`config.mk`:
```
export PLATFORM = sky130hd
export DESIGN_NAME = irq_steer_agg
export DESIGN_NICKNAME = d
export VERILOG_FILES = /design/src/rtl/irq_steer_pkg.sv /design/src/rtl/irq_steer_sync.sv /design/src/rtl/irq_steer_regs.sv /design/src/rtl/irq_steer_core.sv /design/src/rtl/irq_steer_agg.sv
export SDC_FILE = /design/constraint.sdc
export NUM_CORES = 1
export LEC_CHECK = 0
export ABC_AREA = 1
export BUFFER_PORTS_ARGS = -buffer_cell sky130_fd_sc_hd__buf_2
export CAP_MARGIN = 10
export CORE_MARGIN = 4
export CORE_UTILIZATION = 60
export CTS_CLUSTER_DIAMETER = 120
export DETAILED_ROUTE_END_ITERATION = 12
export MAX_ROUTING_LAYER = met4
export PLACE_DENSITY_LB_ADDON = 0.25
export SETUP_SLACK_MARGIN = 0.2
export SLEW_MARGIN = 15
export SYNTH_ARGS = -nofsm -noshare
export SYNTH_HDL_FRONTEND = slang
export SYNTH_SLANG_ARGS = --single-unit
```
`constraint.sdc`:
```
create_clock -name clk -period 4.75 [get_ports clk]
set_clock_uncertainty 0.05 [all_clocks]
set_input_delay 0.95 -clock clk [delete_from_list [all_inputs] [get_ports clk]]
set_output_delay 0.95 -clock clk [all_outputs]
set_load 0.02 [all_outputs]
```
`src/rtl/irq_steer_pkg.sv`:
```
package irq_steer_pkg;
  typedef enum logic [2:0] {
    K_NONE, K_CTRL, K_MASK, K_FORCE, K_PEND, K_MDIS, K_SUMM
  } reg_kind_e;

  // first 32-bit slot (address >> 2) of each register group
  function automatic int slot_base(reg_kind_e kind, int words);
    case (kind)
      K_CTRL:  return 0;
      K_MASK:  return 1;
      K_FORCE: return 1 + words;
      K_PEND:  return 1 + 2 * words;
      K_MDIS:  return 1 + 3 * words;
      K_SUMM:  return 2 + 3 * words;
      default: return -1;
    endcase
  endfunction
endpackage

```
`src/rtl/irq_steer_sync.sv`:
```
module irq_steer_sync #(
  parameter int WIDTH = 32
) (
  input  logic             clk,
  input  logic             rst,
  input  logic [WIDTH-1:0] d_in,
  output logic [WIDTH-1:0] d_out
);
  logic [WIDTH-1:0] stage1;

  always_ff @(posedge clk) begin
    if (rst) begin
      stage1 <= '0;
      d_out  <= '0;
    end else begin
      stage1 <= d_in;
      d_out  <= stage1;
    end
  end
endmodule

```
`src/rtl/irq_steer_regs.sv`:
```
module irq_steer_regs
  import irq_steer_pkg::*;
#(
  parameter int NUM_WORDS = 1,
  parameter int ADDR_W    = 8
) (
  input  logic                      clk,
  input  logic                      rst,
  input  logic                      wr_en,
  input  logic                      rd_en,
  input  logic [ADDR_W-1:0]         addr,
  input  logic [31:0]               wdata,
  input  logic [NUM_WORDS-1:0][31:0] pend,
  input  logic [NUM_WORDS-1:0]      summ,
  output logic [NUM_WORDS-1:0][31:0] mask_q,
  output logic [NUM_WORDS-1:0][31:0] force_q,
  output logic                      chan_en,
  output logic                      mdis,
  output logic [31:0]               rdata
);
  localparam int IW = (NUM_WORDS > 1) ? $clog2(NUM_WORDS) : 1;

  reg_kind_e     kind;
  logic [IW-1:0] idx;

  always_comb begin
    int slot;
    int rel;
    slot = int'(addr[ADDR_W-1:2]);
    rel  = 0;
    kind = K_NONE;
    if (addr[1:0] == 2'b00) begin
      if (slot == slot_base(K_CTRL, NUM_WORDS)) kind = K_CTRL;
      else if (slot < slot_base(K_FORCE, NUM_WORDS)) begin
        kind = K_MASK;  rel = slot - slot_base(K_MASK, NUM_WORDS);
      end else if (slot < slot_base(K_PEND, NUM_WORDS)) begin
        kind = K_FORCE; rel = slot - slot_base(K_FORCE, NUM_WORDS);
      end else if (slot < slot_base(K_MDIS, NUM_WORDS)) begin
        kind = K_PEND;  rel = slot - slot_base(K_PEND, NUM_WORDS);
      end else if (slot == slot_base(K_MDIS, NUM_WORDS)) kind = K_MDIS;
      else if (slot == slot_base(K_SUMM, NUM_WORDS)) kind = K_SUMM;
    end
    idx = rel[IW-1:0];
  end

  always_ff @(posedge clk) begin
    if (rst) begin
      chan_en <= 1'b0;
      mdis    <= 1'b0;
    end else if (wr_en) begin
      if (kind == K_CTRL) chan_en <= wdata[0];
      if (kind == K_MDIS) mdis    <= wdata[0];
    end
  end

  for (genvar p = 0; p < NUM_WORDS; p++) begin : g_word
    always_ff @(posedge clk) begin
      if (rst) begin
        mask_q[p]  <= '0;
        force_q[p] <= '0;
      end else if (wr_en && (int'(idx) == p)) begin
        if (kind == K_MASK)  mask_q[p]  <= wdata;
        if (kind == K_FORCE) force_q[p] <= wdata;
      end
    end
  end

  logic [31:0] rd_val;
  always_comb begin
    rd_val = '0;
    case (kind)
      K_CTRL: rd_val = {31'b0, chan_en};
      K_MDIS: rd_val = {31'b0, mdis};
      K_SUMM: rd_val = 32'(summ);
      K_MASK, K_FORCE, K_PEND:
        for (int p = 0; p < NUM_WORDS; p++)
          if (int'(idx) == p)
            rd_val = (kind == K_MASK) ? mask_q[p] :
                     (kind == K_FORCE) ? force_q[p] : pend[p];
      default: rd_val = '0;
    endcase
  end

  always_ff @(posedge clk) begin
    if (rst)        rdata <= '0;
    else if (rd_en) rdata <= rd_val;
  end

  assert_unmapped_zero_R10: assert property (@(posedge clk) disable iff (rst)
    (rd_en && kind == K_NONE) |=> (rdata == 32'd0));

  assert_mask_hold_R3: assert property (@(posedge clk) disable iff (rst)
    !wr_en |=> $stable(mask_q));
endmodule

```
`src/rtl/irq_steer_core.sv`:
```
module irq_steer_core #(
  parameter int NUM_WORDS = 1,
  parameter bit WORD_REV  = 1'b0
) (
  input  logic                       clk,
  input  logic                       rst,
  input  logic [NUM_WORDS-1:0][31:0] src_sync,
  input  logic [NUM_WORDS-1:0][31:0] mask_q,
  input  logic [NUM_WORDS-1:0][31:0] force_q,
  input  logic                       chan_en,
  input  logic                       mdis,
  output logic [NUM_WORDS-1:0][31:0] pend,
  output logic [NUM_WORDS-1:0]       summ,
  output logic                       irq_out
);
  for (genvar p = 0; p < NUM_WORDS; p++) begin : g_phys
    localparam int LW = WORD_REV ? (NUM_WORDS - 1 - p) : p;
    assign pend[p] = (src_sync[LW] | force_q[p]) & mask_q[p];
    assign summ[p] = |pend[p];
  end

  always_ff @(posedge clk) begin
    if (rst) irq_out <= 1'b0;
    else     irq_out <= chan_en & ~mdis & (|summ);
  end

  assert_out_chan_R2: assert property (@(posedge clk) disable iff (rst)
    irq_out |-> $past(chan_en));

  assert_out_mdis_R6: assert property (@(posedge clk) disable iff (rst)
    irq_out |-> !$past(mdis));

  assert_out_pend_R8: assert property (@(posedge clk) disable iff (rst)
    irq_out |-> ($past(summ) != '0));
endmodule

```
`src/rtl/irq_steer_agg.sv`:
```
module irq_steer_agg #(
  parameter int NUM_WORDS = 1,
  parameter bit WORD_REV  = 1'b0,
  parameter int ADDR_W    = 8
) (
  input  logic                     clk,
  input  logic                     rst,
  input  logic [32*NUM_WORDS-1:0]  src_in,
  input  logic                     wr_en,
  input  logic                     rd_en,
  input  logic [ADDR_W-1:0]        addr,
  input  logic [31:0]              wdata,
  output logic [31:0]              rdata,
  output logic                     irq_out
);
  localparam int NSRC = 32 * NUM_WORDS;

  logic [NSRC-1:0]                sync_flat;
  logic [NUM_WORDS-1:0][31:0]     src_sync;
  logic [NUM_WORDS-1:0][31:0]     mask_q;
  logic [NUM_WORDS-1:0][31:0]     force_q;
  logic [NUM_WORDS-1:0][31:0]     pend;
  logic [NUM_WORDS-1:0]           summ;
  logic                           chan_en;
  logic                           mdis;

  irq_steer_sync #(.WIDTH(NSRC)) u_sync (
    .clk(clk), .rst(rst), .d_in(src_in), .d_out(sync_flat)
  );

  assign src_sync = sync_flat;

  irq_steer_regs #(.NUM_WORDS(NUM_WORDS), .ADDR_W(ADDR_W)) u_regs (
    .clk(clk), .rst(rst), .wr_en(wr_en), .rd_en(rd_en), .addr(addr),
    .wdata(wdata), .pend(pend), .summ(summ), .mask_q(mask_q),
    .force_q(force_q), .chan_en(chan_en), .mdis(mdis), .rdata(rdata)
  );

  irq_steer_core #(.NUM_WORDS(NUM_WORDS), .WORD_REV(WORD_REV)) u_core (
    .clk(clk), .rst(rst), .src_sync(src_sync), .mask_q(mask_q),
    .force_q(force_q), .chan_en(chan_en), .mdis(mdis), .pend(pend),
    .summ(summ), .irq_out(irq_out)
  );
endmodule

```
**Word-level counts from Yosys, hierarchy flattened**

Cells that the tools add are included.

- $add $sub $neg: 3
- $lt $le $gt $ge: 3
- Equal/unequal tests: 8
- Mux-type cells: 16
- Bitwise logic cells: 6
- Reductions and logical operators: 9

Operators with widths:

| operator | number |
|---|---|
| $pmux W32 S4 | 1 |
| $mux W32 | 3 |
| $and A32 B32 Y32 | 1 |
| $or A32 B32 Y32 | 1 |
| $reduce_or A32 Y1 | 1 |
| $mux W3 | 7 |
| $eq A6 B4 Y1 const B | 2 |
| $lt A6 B2 Y1 const B | 2 |
| $eq A3 B3 Y1 const B | 3 |
| $reduce_and A2 Y1 | 4 |
| $eq A3 B2 Y1 const B | 2 |
| $logic_not A6 Y1 | 1 |
| $lt A6 B3 Y1 const B | 1 |
| $mux W1 | 5 |
| $eq A3 B1 Y1 const B | 1 |
| $reduce_or A3 Y1 | 1 |
| $sub A1 B1 Y1 const B | 3 |
| $and A1 B1 Y1 | 2 |
| $logic_not A2 Y1 | 1 |
| $not A1 Y1 | 2 |
| $logic_and A1 B1 Y1 | 1 |

- Register bits after elaboration: 163
- Input bits: 76

**Logic depth before layout (Yosys ltp)**

Gate-level depths: netlist of run 1.

- Word-level depth: 13
- Mapped depth: 14
- Gate-level depth less buffers: 14

**By module**

From an unflattened synthesis of run 1, not the netlist that was laid out.

- Cells, all modules: 947
- Area total of the unflattened synthesis: 6799.0 um2

By module, submodules not included:

| module | times used | cells an instance | area an instance (um2) | seq. area each (um2) |
|---|---|---|---|---|
| irq_steer_regs | 1 | 649 | 4494.3 | 1961.9 |
| irq_steer_sync | 1 | 199 | 1840.5 | 1281.2 |
| irq_steer_core | 1 | 99 | 464.2 | 20.0 |

**Least setup slack after synthesis of run 1**

Ideal clock, no wire load.

- Path kind: input-to-reg
- Start: input port addr[5]
- End: register u_regs.mask_q[7] (netlist bit)
- Data arrival time: 2.118 ns
- Data required time: 4.581 ns
- Path slack: 2.462 ns
- Stages: 9
- Cells stage by stage: nor2_2 -> nand3_2 -> a21oi_2 -> nand3_4 -> inv_2 -> nand2_2 -> buf_2 -> o21ai_0 -> a21oi_1

- Cells in the longest elaborated chain, start to end: 10
- Elaborated cells on any way between the ends: 22

Ends and longest elaborated chain:

| element | line | text |
|---|---|---|
| start: declaration | irq_steer_agg.sv:11 | `input logic [ADDR_W-1:0] addr,` |
| parallel branches: the longest is 9 deep, another holds $lt A6 B3 Y1 | -- |  |
| $reduce_and A2 Y1 (no line) (*) | -- |  |
| end signal: indexed assignment | irq_steer_regs.sv:62 | `if (kind == K_MASK) mask_q[p] <= wdata;` |
| end: declaration | irq_steer_regs.sv:15 | `output logic [NUM_WORDS-1:0][31:0] mask_q,` |

Mark *: on every way between the ends.
A chain may end at the register's enable or synchronous reset.

**Worst setup path after layout of run 1**

Same ends and word-level chain as after synthesis.

==> flow_results.xml, run 1 <==
<?xml version="1.0" encoding="UTF-8"?>
<metrics>
  <group name="placement">
    <metric name="dpl_cells" unit="">1074</metric>
    <metric name="dp_hpwl" unit="mm">9.45</metric>
    <metric name="routabilityCongestion" unit="">0.833</metric>
    <metric name="numPortBuffers" unit="">108</metric>
  </group>
  <group name="setup_path">
    <metric name="timing.critical_path.arrival" unit="ns">3.35</metric>
    <metric name="path_class" unit="">input port to flip-flop</metric>
    <metric name="setup.worst_path.start_class" unit="">input port</metric>
    <metric name="setup.worst_path.end_class" unit="">flip-flop</metric>
    <metric name="cp_data_required_time" unit="ns">5.08</metric>
    <metric name="critical_path_peak_fanout" unit="">55</metric>
  </group>
  <group name="sta">
    <metric name="setup-tns-final" unit="ns">0</metric>
    <metric name="grt_setup_unrepaired" unit="">no</metric>
    <metric name="fmax" unit="MHz">332</metric>
    <metric name="fin_hold_ws" unit="ns">0.352</metric>
    <metric name="finalSetupViolations" unit="">0</metric>
    <metric name="finalHoldViolCount" unit="">0</metric>
    <metric name="max-slew-margin-rel" unit="">0.313</metric>
    <metric name="worstMarginPinSlew" unit="ns">1.03</metric>
    <metric name="timing.final.crit_period" unit="ns">3.02</metric>
    <metric name="final-max-slew-violation-count" unit="">0</metric>
    <metric name="share_of_the_clock_period_used_by_the_worst_path" unit="">0.635</metric>
  </group>
  <group name="clock_network">
    <metric name="clk_transition_reported_paths" unit="ns">0.06</metric>
    <metric name="clkLatencyLatePin" unit="ns">0.54</metric>
    <metric name="cts_tree" unit="">built</metric>
    <metric name="cts_made_buffers" unit="">17</metric>
    <metric name="clock_sink_count" unit="">163</metric>
    <metric name="post_cts.repair.setup_buffers" unit="">0</metric>
    <metric name="cts_root_buf" unit="">sky130_fd_sc_hd__clkbuf_8</metric>
    <metric name="clock_tree.buffer_depth" unit="">2</metric>
    <metric name="hold_buf_count_cts" unit="">0</metric>
    <metric name="post_cts.resized_instances" unit="">0</metric>
    <metric name="htreeDepth" unit="">4</metric>
  </group>
  <group name="detailed_routing">
    <metric name="vias_per_cell" unit="">5.32</metric>
    <metric name="detailedRoute.firstIterationViolations" unit="">401</metric>
    <metric name="routed_wire_length_per_instance" unit="microns">14.2</metric>
    <metric name="drt_pass1_iterations" unit="">6</metric>
    <metric name="drc_errors" unit="">0</metric>
    <metric name="via_count" unit="">5881</metric>
    <metric name="postRouteWirelength" unit="mm">15.7</metric>
    <metric name="antenna_left" unit="">0</metric>
  </group>
  <group name="global_routing">
    <metric name="grt_pass1_wl" unit="mm">25.7</metric>
    <metric name="grt.total_usage" unit="">0.259</metric>
    <metric name="grt_remaining_overflow" unit="">0</metric>
    <metric name="vias_in_the_first_global_route" unit="">5547</metric>
    <metric name="grt_max_degree" unit="">62</metric>
    <metric name="antenna_found_initial" unit="">0</metric>
  </group>
  <group name="logic_synthesis">
    <metric name="yosys_register_bits" unit="">163</metric>
    <metric name="synth_seq_area_share" unit="">0.508</metric>
    <metric name="synth_area" unit="sq mm">0.00643</metric>
    <metric name="synth_cell_type_count" unit="">26</metric>
    <metric name="post_synth.cell_area_avg" unit="sq um">7.36</metric>
    <metric name="postSynthCellCount" unit="">873</metric>
    <metric name="synth_warnings" unit="">0</metric>
    <metric name="syn-num-nets" unit="">949</metric>
  </group>
  <group name="floorplan">
    <metric name="die-area" unit="sq mm">0.0124</metric>
    <metric name="ios" unit="">109</metric>
    <metric name="die_height" unit="microns">112</metric>
    <metric name="die_w" unit="microns">112</metric>
    <metric name="starting_density" unit="">0.620</metric>
    <metric name="fp-row-count" unit="">37</metric>
    <metric name="core_region_area" unit="sq mm">0.0104</metric>
  </group>
  <group name="power">
    <metric name="power_density" unit="mW/mm^2">394</metric>
    <metric name="cellLeakagePower" unit="nW">3.42</metric>
    <metric name="maximum_resistive_drop_on_vdd" unit="uV">230</metric>
  </group>
  <group name="finish">
    <metric name="share_of_final_layout_standard_cells_stronger_than_drive_strength_1" unit="">0.171</metric>
    <metric name="diodes" unit="">0</metric>
    <metric name="postLayoutCoreUtil" unit="">0.731</metric>
    <metric name="instances_no_fill" unit="">1106</metric>
    <metric name="syn2layout_area_growth" unit="%">17.9</metric>
    <metric name="nets" unit="">1033</metric>
  </group>
  <group name="outcome">
    <metric name="run_status" unit="">complete, no violations</metric>
  </group>
  <group name="hold_path">
    <metric name="hold_path_class" unit="">flip-flop to flip-flop</metric>
  </group>
  <group name="run">
    <metric name="drv.max_cap_violation_count" unit="">0</metric>
  </group>
</metrics>
==> cell usage in the layout, fill, tap and decap left out, types with 2 or more instances in the layout <==
cell / n
sky130_fd_sc_hd__dfxtp_1: 163
sky130_fd_sc_hd__nand2_1: 161
sky130_fd_sc_hd__nor2_1: 147
sky130_fd_sc_hd__buf_2: 107
sky130_fd_sc_hd__inv_1: 98
sky130_fd_sc_hd__o21ai_0: 91
sky130_fd_sc_hd__a21oi_1: 68
sky130_fd_sc_hd__nand3_1: 41
sky130_fd_sc_hd__o211ai_1: 21
sky130_fd_sc_hd__clkbuf_16: 16
sky130_fd_sc_hd__o21ai_1: 9
sky130_fd_sc_hd__inv_2: 6
sky130_fd_sc_hd__buf_4: 6
sky130_fd_sc_hd__nand2_2: 5
sky130_fd_sc_hd__bufinv_16: 4
sky130_fd_sc_hd__nor2_2: 3
sky130_fd_sc_hd__clkbuf_8: 3
sky130_fd_sc_hd__inv_6: 3
sky130_fd_sc_hd__nor2_4: 2
sky130_fd_sc_hd__nand2_4: 2
sky130_fd_sc_hd__nor3_1: 2
sky130_fd_sc_hd__clkinvlp_4: 2
sky130_fd_sc_hd__inv_8: 2
==> cell families (layout without fill, tap and decap cells) <==
kind of cell | Yosys count | count (layout) | synth area share
compound gates | 190 | 190 | 0.157
buf+inv | 152 | 249 | 0.0979
simple gates | 368 | 368 | 0.238
flops | 163 | 163 | 0.508
==> state kept, by name, summed over array words and instances (netlist names) <==
name            cells
u_core.irq_out      1
u_regs.chan_en      1
u_regs.force_q     32
u_regs.mask_q      32
u_regs.mdis         1
u_regs.rdata       32
u_sync.d_out       32
u_sync.stage1      32
==> cells in the mapped netlist <==
| cell | number | area (sq um) |
|---|---|---|
| sky130_fd_sc_hd__o211ai_1 | 21 | 158 |
| sky130_fd_sc_hd__nand3b_1 | 1 | 7.51 |
| sky130_fd_sc_hd__nor3_1 | 2 | 10.0 |
| sky130_fd_sc_hd__nand2_1 | 161 | 604 |
| sky130_fd_sc_hd__nor2_2 | 3 | 18.8 |
| sky130_fd_sc_hd__nor2_4 | 2 | 22.5 |
| sky130_fd_sc_hd__nand2_2 | 5 | 31.3 |
| sky130_fd_sc_hd__buf_6 | 4 | 45.0 |
| sky130_fd_sc_hd__o21ai_0 | 91 | 455 |
| sky130_fd_sc_hd__inv_2 | 6 | 22.5 |
| sky130_fd_sc_hd__buf_2 | 11 | 55.1 |
| sky130_fd_sc_hd__buf_1 | 2 | 7.51 |
| sky130_fd_sc_hd__nand3_1 | 41 | 205 |
| sky130_fd_sc_hd__dfxtp_1 | 163 | 3260 |
| sky130_fd_sc_hd__nand2_4 | 2 | 22.5 |
| sky130_fd_sc_hd__nor2_1 | 147 | 552 |
| sky130_fd_sc_hd__nand4_1 | 1 | 6.26 |
| sky130_fd_sc_hd__clkbuf_1 | 27 | 101 |
| sky130_fd_sc_hd__inv_1 | 98 | 368 |
| sky130_fd_sc_hd__buf_4 | 4 | 30.0 |
| sky130_fd_sc_hd__a21oi_1 | 68 | 340 |
| sky130_fd_sc_hd__a21oi_2 | 1 | 8.76 |
| sky130_fd_sc_hd__nor2_8 | 1 | 20.0 |
| sky130_fd_sc_hd__o21ai_1 | 9 | 45.0 |
| sky130_fd_sc_hd__nand3_2 | 1 | 10.0 |
| sky130_fd_sc_hd__nand3_4 | 1 | 17.5 |
==> through the flow <==
stage / power [mW] / setup WS, ns / area (sq um)
floorplan: 1.50 / 2.46 / 6430
global placement: 1.55 / 1.39 / 6940
detailed placement: 1.55 / 1.30 / 6940
CTS: 2.99 / 1.78 / 7580
global route: 3.07 / 1.53 / 7580
finish: 2.99 / 1.73 / 7580
==> where the power goes <==
group,switching [mW],internal (mW),leakage [nW],total (mW)
Sequential,0.00832,1.39,1.33,1.40
Combinational,0.0763,0.0444,1.78,0.121
Clock,0.570,0.896,0.307,1.47
Total,0.655,2.33,3.42,2.99
==> worst paths after layout <==
path                                   start                            end  slack [ns]  cells after the start
max                                  addr[5]  u_regs.mask_q[7]$_SDFFE_PP0P_        1.73                      9
min             u_sync.stage1[28]$_SDFF_PP0_    u_sync.d_out[28]$_SDFF_PP0_        0.35                      2
max reg2reg  u_regs.force_q[19]$_SDFFE_PP0P_   u_regs.rdata[0]$_SDFFE_PP0P_        3.01                     12
min reg2reg     u_sync.stage1[28]$_SDFF_PP0_    u_sync.d_out[28]$_SDFF_PP0_        0.35                      2
==> worst max-delay path: stages <==
cell and delay (ns):
sky130_fd_sc_hd__buf_2 0.11, sky130_fd_sc_hd__nor2_2 0.18, sky130_fd_sc_hd__nand3_2 0.13, sky130_fd_sc_hd__a21oi_2 0.26
sky130_fd_sc_hd__nand3_4 0.43, sky130_fd_sc_hd__inv_2 0.18, sky130_fd_sc_hd__nand2_2 0.59, sky130_fd_sc_hd__o21ai_0 0.44
sky130_fd_sc_hd__a21oi_1 0.07
==> final cells by class <==
type | instances | area [sq um]
Sequential cell | 163 | 3260
Tap cell | 136 | 170
Clock inverter | 12 | 193
Fill cell | 857 | 2790
Clock buffer | 20 | 445
Timing Repair Buffer | 113 | 581
Multi-Input combinational cell | 558 | 2530
Inverter | 104 | 390
==> routing by layer <==
metal / track usage / wire length (microns) / vias up
li1: - / - / 2931
met1: 0.318 / 6520 / 2682
met2: 0.432 / 7670 / 235
met3: 0.0457 / 1250 / 33
met4: 0.0860 / 267 / 0
met5: - / 0 / -
Power figures use the tool's default switching activity.
==> inputs of run 2 (changes only) <==
- CORE_UTILIZATION: 60 -> 56
- clock period: 4.75 -> 2.95 ns (I/O delays scaled with it)
==> run 2 against run 1 <==
  * Final cell count up 1.1%
  * Global-route usage down 1.3 points
  * Critical path type unchanged
  * Via count down 3.6%
  * Clock power up 48%
  * Sequential share of layout area down 0.21 points
  * Critical path depth up 1
  * Largest cell class unchanged
  * Hold slack worse by 0.036 ns
==> flow_results.xml, run 2 (same netlist as run 1, synthesis figures left out) <==
<?xml version="1.0" encoding="UTF-8"?>
<metrics>
  <group name="detailed_routing">
    <metric name="drt_pass1_iterations" unit="">5</metric>
    <metric name="detailedRoute.firstIterationViolations" unit="">363</metric>
    <metric name="routed_wire_length_per_instance" unit="microns">13.5</metric>
    <metric name="drc_errors" unit="">0</metric>
    <metric name="postRouteWirelength" unit="mm">15.1</metric>
    <metric name="antenna_left" unit="">0</metric>
    <metric name="vias_per_cell" unit="">5.07</metric>
    <metric name="via_count" unit="">5672</metric>
  </group>
  <group name="sta">
    <metric name="share_of_the_clock_period_used_by_the_worst_path" unit="">0.675</metric>
    <metric name="final-max-slew-violation-count" unit="">0</metric>
    <metric name="worstMarginPinSlew" unit="ns">0.586</metric>
    <metric name="finalSetupViolations" unit="">0</metric>
    <metric name="final_critical_path_setup_slack" unit="ns">0.957</metric>
    <metric name="setup-tns-final" unit="ns">0</metric>
    <metric name="grt_setup_unrepaired" unit="">no</metric>
    <metric name="fmax" unit="MHz">502</metric>
    <metric name="max-slew-margin-rel" unit="">0.609</metric>
    <metric name="timing.final.crit_period" unit="ns">1.99</metric>
    <metric name="finalHoldViolCount" unit="">0</metric>
  </group>
  <group name="finish">
    <metric name="nets" unit="">1041</metric>
    <metric name="syn2layout_area_growth" unit="%">18.5</metric>
    <metric name="share_of_final_layout_standard_cells_stronger_than_drive_strength_1" unit="">0.177</metric>
    <metric name="fillerInstances" unit="">961</metric>
    <metric name="layout.cells.most_common_list" unit="">sky130_fd_sc_hd__dfxtp_1, sky130_fd_sc_hd__nand2_1, sky130_fd_sc_hd__nor2_1</metric>
    <metric name="diodes" unit="">0</metric>
    <metric name="layout.cells.most_common" unit="">sky130_fd_sc_hd__dfxtp_1</metric>
  </group>
  <group name="floorplan">
    <metric name="ios" unit="">109</metric>
    <metric name="die_height" unit="microns">115</metric>
    <metric name="fp-row-count" unit="">38</metric>
    <metric name="core_region_area" unit="sq mm">0.0110</metric>
    <metric name="die_w" unit="microns">115</metric>
    <metric name="die-area" unit="sq mm">0.0133</metric>
    <metric name="starting_density" unit="">0.583</metric>
  </group>
  <group name="clock_network">
    <metric name="htreeDepth" unit="">4</metric>
    <metric name="clock_sink_count" unit="">163</metric>
    <metric name="cts_root_buf" unit="">sky130_fd_sc_hd__clkbuf_16</metric>
    <metric name="clk_transition_reported_paths" unit="ns">0.07</metric>
    <metric name="clock_tree.buffer_depth" unit="">2</metric>
    <metric name="hold_buf_count_cts" unit="">0</metric>
    <metric name="cts_made_buffers" unit="">17</metric>
    <metric name="post_cts.resized_instances" unit="">0</metric>
    <metric name="cts_tree" unit="">built</metric>
    <metric name="post_cts.repair.setup_buffers" unit="">0</metric>
    <metric name="clkLatencyLatePin" unit="ns">0.42</metric>
  </group>
  <group name="placement">
    <metric name="place_worst_setup_slack" unit="ns">0.564</metric>
    <metric name="routabilityCongestion" unit="">0.899</metric>
    <metric name="numPortBuffers" unit="">108</metric>
    <metric name="dp_hpwl" unit="mm">10.0</metric>
  </group>
  <group name="setup_path">
    <metric name="critical_path_peak_fanout" unit="">43</metric>
    <metric name="setup.worst_path.end_class" unit="">flip-flop</metric>
    <metric name="r2r-start" unit="">u_regs.force_q[5]$_SDFFE_PP0P_</metric>
    <metric name="startpoint" unit="">addr[7]</metric>
    <metric name="cp_data_required_time" unit="ns">3.19</metric>
    <metric name="path_class" unit="">input port to flip-flop</metric>
    <metric name="timing.critical_path.arrival" unit="ns">2.24</metric>
    <metric name="setup.worst_path.start_class" unit="">input port</metric>
  </group>
  <group name="power">
    <metric name="total_power" unit="mW">4.63</metric>
    <metric name="cellLeakagePower" unit="nW">3.44</metric>
    <metric name="power_density" unit="mW/mm^2">608</metric>
    <metric name="maximum_resistive_drop_on_vdd" unit="uV">513</metric>
  </group>
  <group name="global_routing">
    <metric name="grt.total_usage" unit="">0.246</metric>
    <metric name="grt_max_degree" unit="">44</metric>
    <metric name="grt_pass1_wl" unit="mm">25.1</metric>
    <metric name="antenna_found_initial" unit="">0</metric>
    <metric name="grt_remaining_overflow" unit="">0</metric>
    <metric name="vias_in_the_first_global_route" unit="">5257</metric>
  </group>
  <group name="outcome">
    <metric name="run_status" unit="">complete, no violations</metric>
  </group>
  <group name="hold_path">
    <metric name="holdCritStartpoint" unit="">src_in[4]</metric>
    <metric name="hold_path_class" unit="">input port to flip-flop</metric>
  </group>
  <group name="run">
    <metric name="drv.max_cap_violation_count" unit="">0</metric>
  </group>
</metrics>
==> run 2: cell count changes in the layout (fill, tap and decap cells not counted) <==
cell / change
sky130_fd_sc_hd__clkbuf_8: -3
sky130_fd_sc_hd__clkinv_2: +2
sky130_fd_sc_hd__clkinv_4: +1
sky130_fd_sc_hd__bufinv_16: -2
sky130_fd_sc_hd__buf_4: +6
sky130_fd_sc_hd__clkbuf_16: +1
sky130_fd_sc_hd__buf_12: +2
sky130_fd_sc_hd__clkbuf_1: +1
==> run 2: final timing paths <==
path                               endpoint  slack (ns)  cells past startpoint
max          u_regs.mask_q[24]$_SDFFE_PP0P_        0.96                     10
min reg2reg     u_sync.d_out[17]$_SDFF_PP0_        0.35                      2
min             u_sync.stage1[4]$_SDFF_PP0_        0.32                      3
max reg2reg    u_regs.rdata[0]$_SDFFE_PP0P_        1.33                     12
==> run 2: area by class of cell <==
class	instances	area (sq um)	share of cell area
Tap cell	140	175	0.0230
Inverter	104	390	0.0513
Sequential cell	163	3260	0.429
Multi-Input combinational cell	558	2530	0.333
Timing Repair Buffer	121	666	0.0874
Clock buffer	19	433	0.0569
Clock inverter	13	151	0.0199
==> run 2: power by group <==
part	switching, mW	internal, mW
clock network	0.908	1.27
logic	0.121	0.0746
registers	0.0128	2.24
==> run 2: worst max-delay path, cell delays in order <==
cell and delay [ns]:
sky130_fd_sc_hd__buf_2 0.11, sky130_fd_sc_hd__nor2_4 0.18, sky130_fd_sc_hd__nand3_1 0.14, sky130_fd_sc_hd__a21oi_2 0.26, sky130_fd_sc_hd__nand3_4 0.10, sky130_fd_sc_hd__inv_2 0.08
sky130_fd_sc_hd__nand2_2 0.18, sky130_fd_sc_hd__buf_12 0.26, sky130_fd_sc_hd__o21ai_0 0.24, sky130_fd_sc_hd__a21oi_1 0.08
==> run 2: stage by stage <==
step | cells | utilization | hold WS, ns | instance area [sq um]
finish | 1118 | 0.690 | 0.316 | 7610
global route | 1118 | 0.690 | 0.315 | 7610
CTS | 1118 | 0.690 | 0.306 | 7610
detailed placement | 1086 | 0.637 | 0.342 | 7030
global placement | 1086 | 0.637 | 0.340 | 7030
floorplan | 873 | - | 0.338 | 6430
==> run 2: routing by layer <==
layer  wire (microns)  GRT usage  part of all wire
met3             1110     0.0484             0.073
met1             6820      0.329              0.45
met2             7050      0.379              0.47
met4              163     0.0736             0.011
met5                0          -                 0
==> inputs of run 3 (changes only) <==
- ABC_AREA: 1 -> 0
- CORE_UTILIZATION: 56 -> 55
- clock period: 2.95 -> 1.9 ns (I/O delays scaled with it)
==> run 3 against run 2 <==
  * Hold slack lost 0.30 ns
  * Clock power is 65% higher
  * Via count decreased by 2.9%
  * Critical path type is now flip-flop to flip-flop
  * Register-to-register slack worse by 1.1 ns
  * Highest routed layer unchanged
==> flow_results.xml, run 3 <==
<?xml version="1.0" encoding="UTF-8"?>
<metrics>
  <group name="logic_synthesis">
    <metric name="synth.largest_area_cell" unit="">sky130_fd_sc_hd__dfxtp_1</metric>
    <metric name="synth_largest_type_area_fraction" unit="">0.544</metric>
    <metric name="post_synth.cell_area_avg" unit="sq um">8.56</metric>
    <metric name="syn-num-nets" unit="">777</metric>
    <metric name="postSynthCellCount" unit="">701</metric>
    <metric name="synth.cells.most_frequent" unit="">sky130_fd_sc_hd__dfxtp_1, sky130_fd_sc_hd__nand2_1, sky130_fd_sc_hd__a21oi_1</metric>
    <metric name="number_of_enable_flip_flop_cells_after_synthesis" unit="">0</metric>
    <metric name="synth_area" unit="sq mm">0.00600</metric>
    <metric name="async_flop_share" unit="">0</metric>
    <metric name="yosys_register_bits" unit="">163</metric>
    <metric name="synth_warnings" unit="">0</metric>
    <metric name="synth_cell_type_count" unit="">31</metric>
    <metric name="postSynth.topFlopCell" unit="">sky130_fd_sc_hd__dfxtp_1</metric>
    <metric name="netlist_top_cells_area" unit="">sky130_fd_sc_hd__dfxtp_1, sky130_fd_sc_hd__a21oi_1, sky130_fd_sc_hd__nand2_1</metric>
    <metric name="synth_most_common_cell" unit="">sky130_fd_sc_hd__dfxtp_1</metric>
    <metric name="synth_seq_area_share" unit="">0.544</metric>
  </group>
  <group name="global_routing">
    <metric name="grt_remaining_overflow" unit="">0</metric>
    <metric name="grt_pass1_wl" unit="mm">26.9</metric>
    <metric name="grt.total_usage" unit="">0.275</metric>
    <metric name="vias_in_the_first_global_route" unit="">5538</metric>
    <metric name="antenna_found_initial" unit="">2</metric>
    <metric name="grt_max_degree" unit="">107</metric>
  </group>
  <group name="finish">
    <metric name="share_of_final_layout_standard_cells_stronger_than_drive_strength_1" unit="">0.215</metric>
    <metric name="layout.cells.most_common" unit="">sky130_fd_sc_hd__dfxtp_1</metric>
    <metric name="fillerInstances" unit="">766</metric>
    <metric name="nets" unit="">913</metric>
    <metric name="area_occupied_by_multi_input_gates" unit="sq mm">0.00245</metric>
    <metric name="postLayoutCoreUtil" unit="">0.730</metric>
    <metric name="layout.cells.most_common_list" unit="">sky130_fd_sc_hd__dfxtp_1, sky130_fd_sc_hd__nand2_1, sky130_fd_sc_hd__buf_2</metric>
    <metric name="regArea" unit="sq mm">0.00326</metric>
    <metric name="syn2layout_area_growth" unit="%">27.2</metric>
  </group>
  <group name="setup_path">
    <metric name="path_class" unit="">flip-flop to flip-flop</metric>
    <metric name="critical_path_peak_fanout" unit="">3</metric>
    <metric name="cp_data_required_time" unit="ns">2.28</metric>
    <metric name="setup.worst_path.start_class" unit="">flip-flop</metric>
    <metric name="setup.worst_path.end_class" unit="">flip-flop</metric>
    <metric name="timing.critical_path.arrival" unit="ns">2.00</metric>
  </group>
  <group name="detailed_routing">
    <metric name="drt_pass1_iterations" unit="">5</metric>
    <metric name="detailedRoute.firstIterationViolations" unit="">420</metric>
    <metric name="routed_wire_length_per_instance" unit="microns">16.6</metric>
    <metric name="drc_errors" unit="">0</metric>
    <metric name="via_count" unit="">5506</metric>
    <metric name="vias_per_cell" unit="">5.57</metric>
    <metric name="postRouteWirelength" unit="mm">16.4</metric>
    <metric name="antenna_left" unit="">0</metric>
  </group>
  <group name="placement">
    <metric name="place_worst_setup_slack" unit="ns">-0.232</metric>
    <metric name="routabilityCongestion" unit="">0.855</metric>
    <metric name="dp_hpwl" unit="mm">11.2</metric>
    <metric name="numPortBuffers" unit="">108</metric>
  </group>
  <group name="sta">
    <metric name="timing.final.crit_period" unit="ns">1.63</metric>
    <metric name="worstMarginPinSlew" unit="ns">0.443</metric>
    <metric name="final_critical_path_setup_slack" unit="ns">0.275</metric>
    <metric name="fin_hold_ws" unit="ns">0.0114</metric>
    <metric name="finalHoldViolCount" unit="">0</metric>
    <metric name="fmax" unit="MHz">615</metric>
    <metric name="max-slew-margin-rel" unit="">0.705</metric>
    <metric name="setup-tns-final" unit="ns">0</metric>
    <metric name="final-max-slew-violation-count" unit="">0</metric>
    <metric name="share_of_the_clock_period_used_by_the_worst_path" unit="">0.855</metric>
    <metric name="grt_setup_unrepaired" unit="">no</metric>
    <metric name="finalSetupViolations" unit="">0</metric>
  </group>
  <group name="clock_network">
    <metric name="clkLatencyLatePin" unit="ns">0.54</metric>
    <metric name="clock_tree.buffer_depth" unit="">2</metric>
    <metric name="clk_transition_reported_paths" unit="ns">0.06</metric>
    <metric name="htreeDepth" unit="">4</metric>
    <metric name="cts_tree" unit="">built</metric>
    <metric name="post_cts.repair.setup_buffers" unit="">0</metric>
    <metric name="cts_root_buf" unit="">sky130_fd_sc_hd__clkbuf_8</metric>
    <metric name="clock_sink_count" unit="">163</metric>
    <metric name="cts_made_buffers" unit="">17</metric>
  </group>
  <group name="hold_path">
    <metric name="hold_path_class" unit="">input port to flip-flop</metric>
  </group>
  <group name="run">
    <metric name="drv.max_cap_violation_count" unit="">0</metric>
  </group>
  <group name="outcome">
    <metric name="run_status" unit="">complete, no violations</metric>
  </group>
  <group name="floorplan">
    <metric name="die-area" unit="sq mm">0.0127</metric>
    <metric name="starting_density" unit="">0.574</metric>
    <metric name="die_w" unit="microns">112</metric>
    <metric name="fp-row-count" unit="">37</metric>
    <metric name="ios" unit="">109</metric>
    <metric name="die_height" unit="microns">112</metric>
    <metric name="core_region_area" unit="sq mm">0.0105</metric>
  </group>
  <group name="power">
    <metric name="maximum_resistive_drop_on_vdd" unit="uV">745</metric>
    <metric name="power_density" unit="mW/mm^2">967</metric>
    <metric name="cellLeakagePower" unit="nW">2.98</metric>
    <metric name="total_power" unit="mW">7.38</metric>
  </group>
</metrics>
## run 3: cell types whose count changed in the layout (fill, tap and decap cells not counted), moves of 10 or more
| cell | delta |
|---|---|
| sky130_fd_sc_hd__a21oi_1 | +32 |
| sky130_fd_sc_hd__nor2_1 | -140 |
| sky130_fd_sc_hd__buf_4 | +24 |
| sky130_fd_sc_hd__o211ai_1 | -20 |
| sky130_fd_sc_hd__nor2b_1 | +67 |
| sky130_fd_sc_hd__o21ai_0 | -35 |
| sky130_fd_sc_hd__nand3_1 | -40 |
| sky130_fd_sc_hd__dlygate4sd3_1 | +18 |
| sky130_fd_sc_hd__a22o_1 | +30 |
| sky130_fd_sc_hd__nand2_1 | -29 |
| sky130_fd_sc_hd__o21ai_1 | +27 |
| sky130_fd_sc_hd__inv_1 | -68 |
| sky130_fd_sc_hd__nand4_1 | +10 |
## run 3: cell type report
class,instances,area share
multi-input combinational,463,0.321
clock inverter,13,0.0259
antenna,2,0.000655
inverter,30,0.0147
timing repair buffer,162,0.132
sequential,163,0.427
clock buffer,19,0.0565
tap,136,0.0223
## run 3: report_power, final
part	internal [mW]	switching [mW]
sequential	3.48	0.0255
combinational	0.149	0.144
clock	2.19	1.39
## run 3: final timing paths
path                                                      start                            to  slack, ns  depth (start not counted)
worst min register to register      u_sync.stage1[1]$_SDFF_PP0_    u_sync.d_out[1]$_SDFF_PP0_       0.38                          1
worst max register to register  u_regs.force_q[12]$_SDFFE_PP0P_  u_regs.rdata[0]$_SDFFE_PP0P_       0.27                          6
worst max-delay path            u_regs.force_q[12]$_SDFFE_PP0P_  u_regs.rdata[0]$_SDFFE_PP0P_       0.27                          6
worst min-delay path                                 src_in[22]  u_sync.stage1[22]$_SDFF_PP0_       0.01                          2
## run 3: cells by family (layout without fill, tap and decap cells)
| kind of cell | Yosys count | after routing | share of synthesized area |
|---|---|---|---|
| AND/OR/NAND/NOR | 233 | 233 | 0.190 |
| AO/OA/AOI/OAI | 227 | 227 | 0.210 |
| flip-flops | 163 | 163 | 0.544 |
| buffers and inverters | 75 | 224 | 0.0513 |
| multiplexers | 3 | 3 | 0.00521 |
| other | 0 | 2 | 0 |
## run 3: critical path, stage by stage, from the launching register on
cell and delay, ns:
sky130_fd_sc_hd__dfxtp_1 0.32, sky130_fd_sc_hd__o21ai_1 0.25, sky130_fd_sc_hd__nand4_1 0.16, sky130_fd_sc_hd__nor4_2 0.30
sky130_fd_sc_hd__buf_4 0.16, sky130_fd_sc_hd__a21oi_1 0.05, sky130_fd_sc_hd__a211o_1 0.23
## run 3: layer usage
metal | GRT usage | vias up | wire [microns]
met4 | 0.131 | 0 | 495
li1 | - | 2638 | -
met5 | - | - | 0
met3 | 0.0604 | 49 | 1310
met2 | 0.464 | 260 | 8260
met1 | 0.311 | 2559 | 6340
## run 3: timing repair
item	CTS	global route
setup endpoints to repair	1	1
hold buffers	18	0
resized for setup	3	6
hold endpoints to repair	18	0
## run 3: per-stage QoR
| stage | std cells | area, sq um |
|---|---|---|
| after floorplan | 701 | 6010 |
| after CTS | 986 | 7620 |
| after detailed placement | 936 | 6810 |
| after global placement | 936 | 6810 |
| final | 988 | 7640 |
| after global routing | 988 | 7640 |
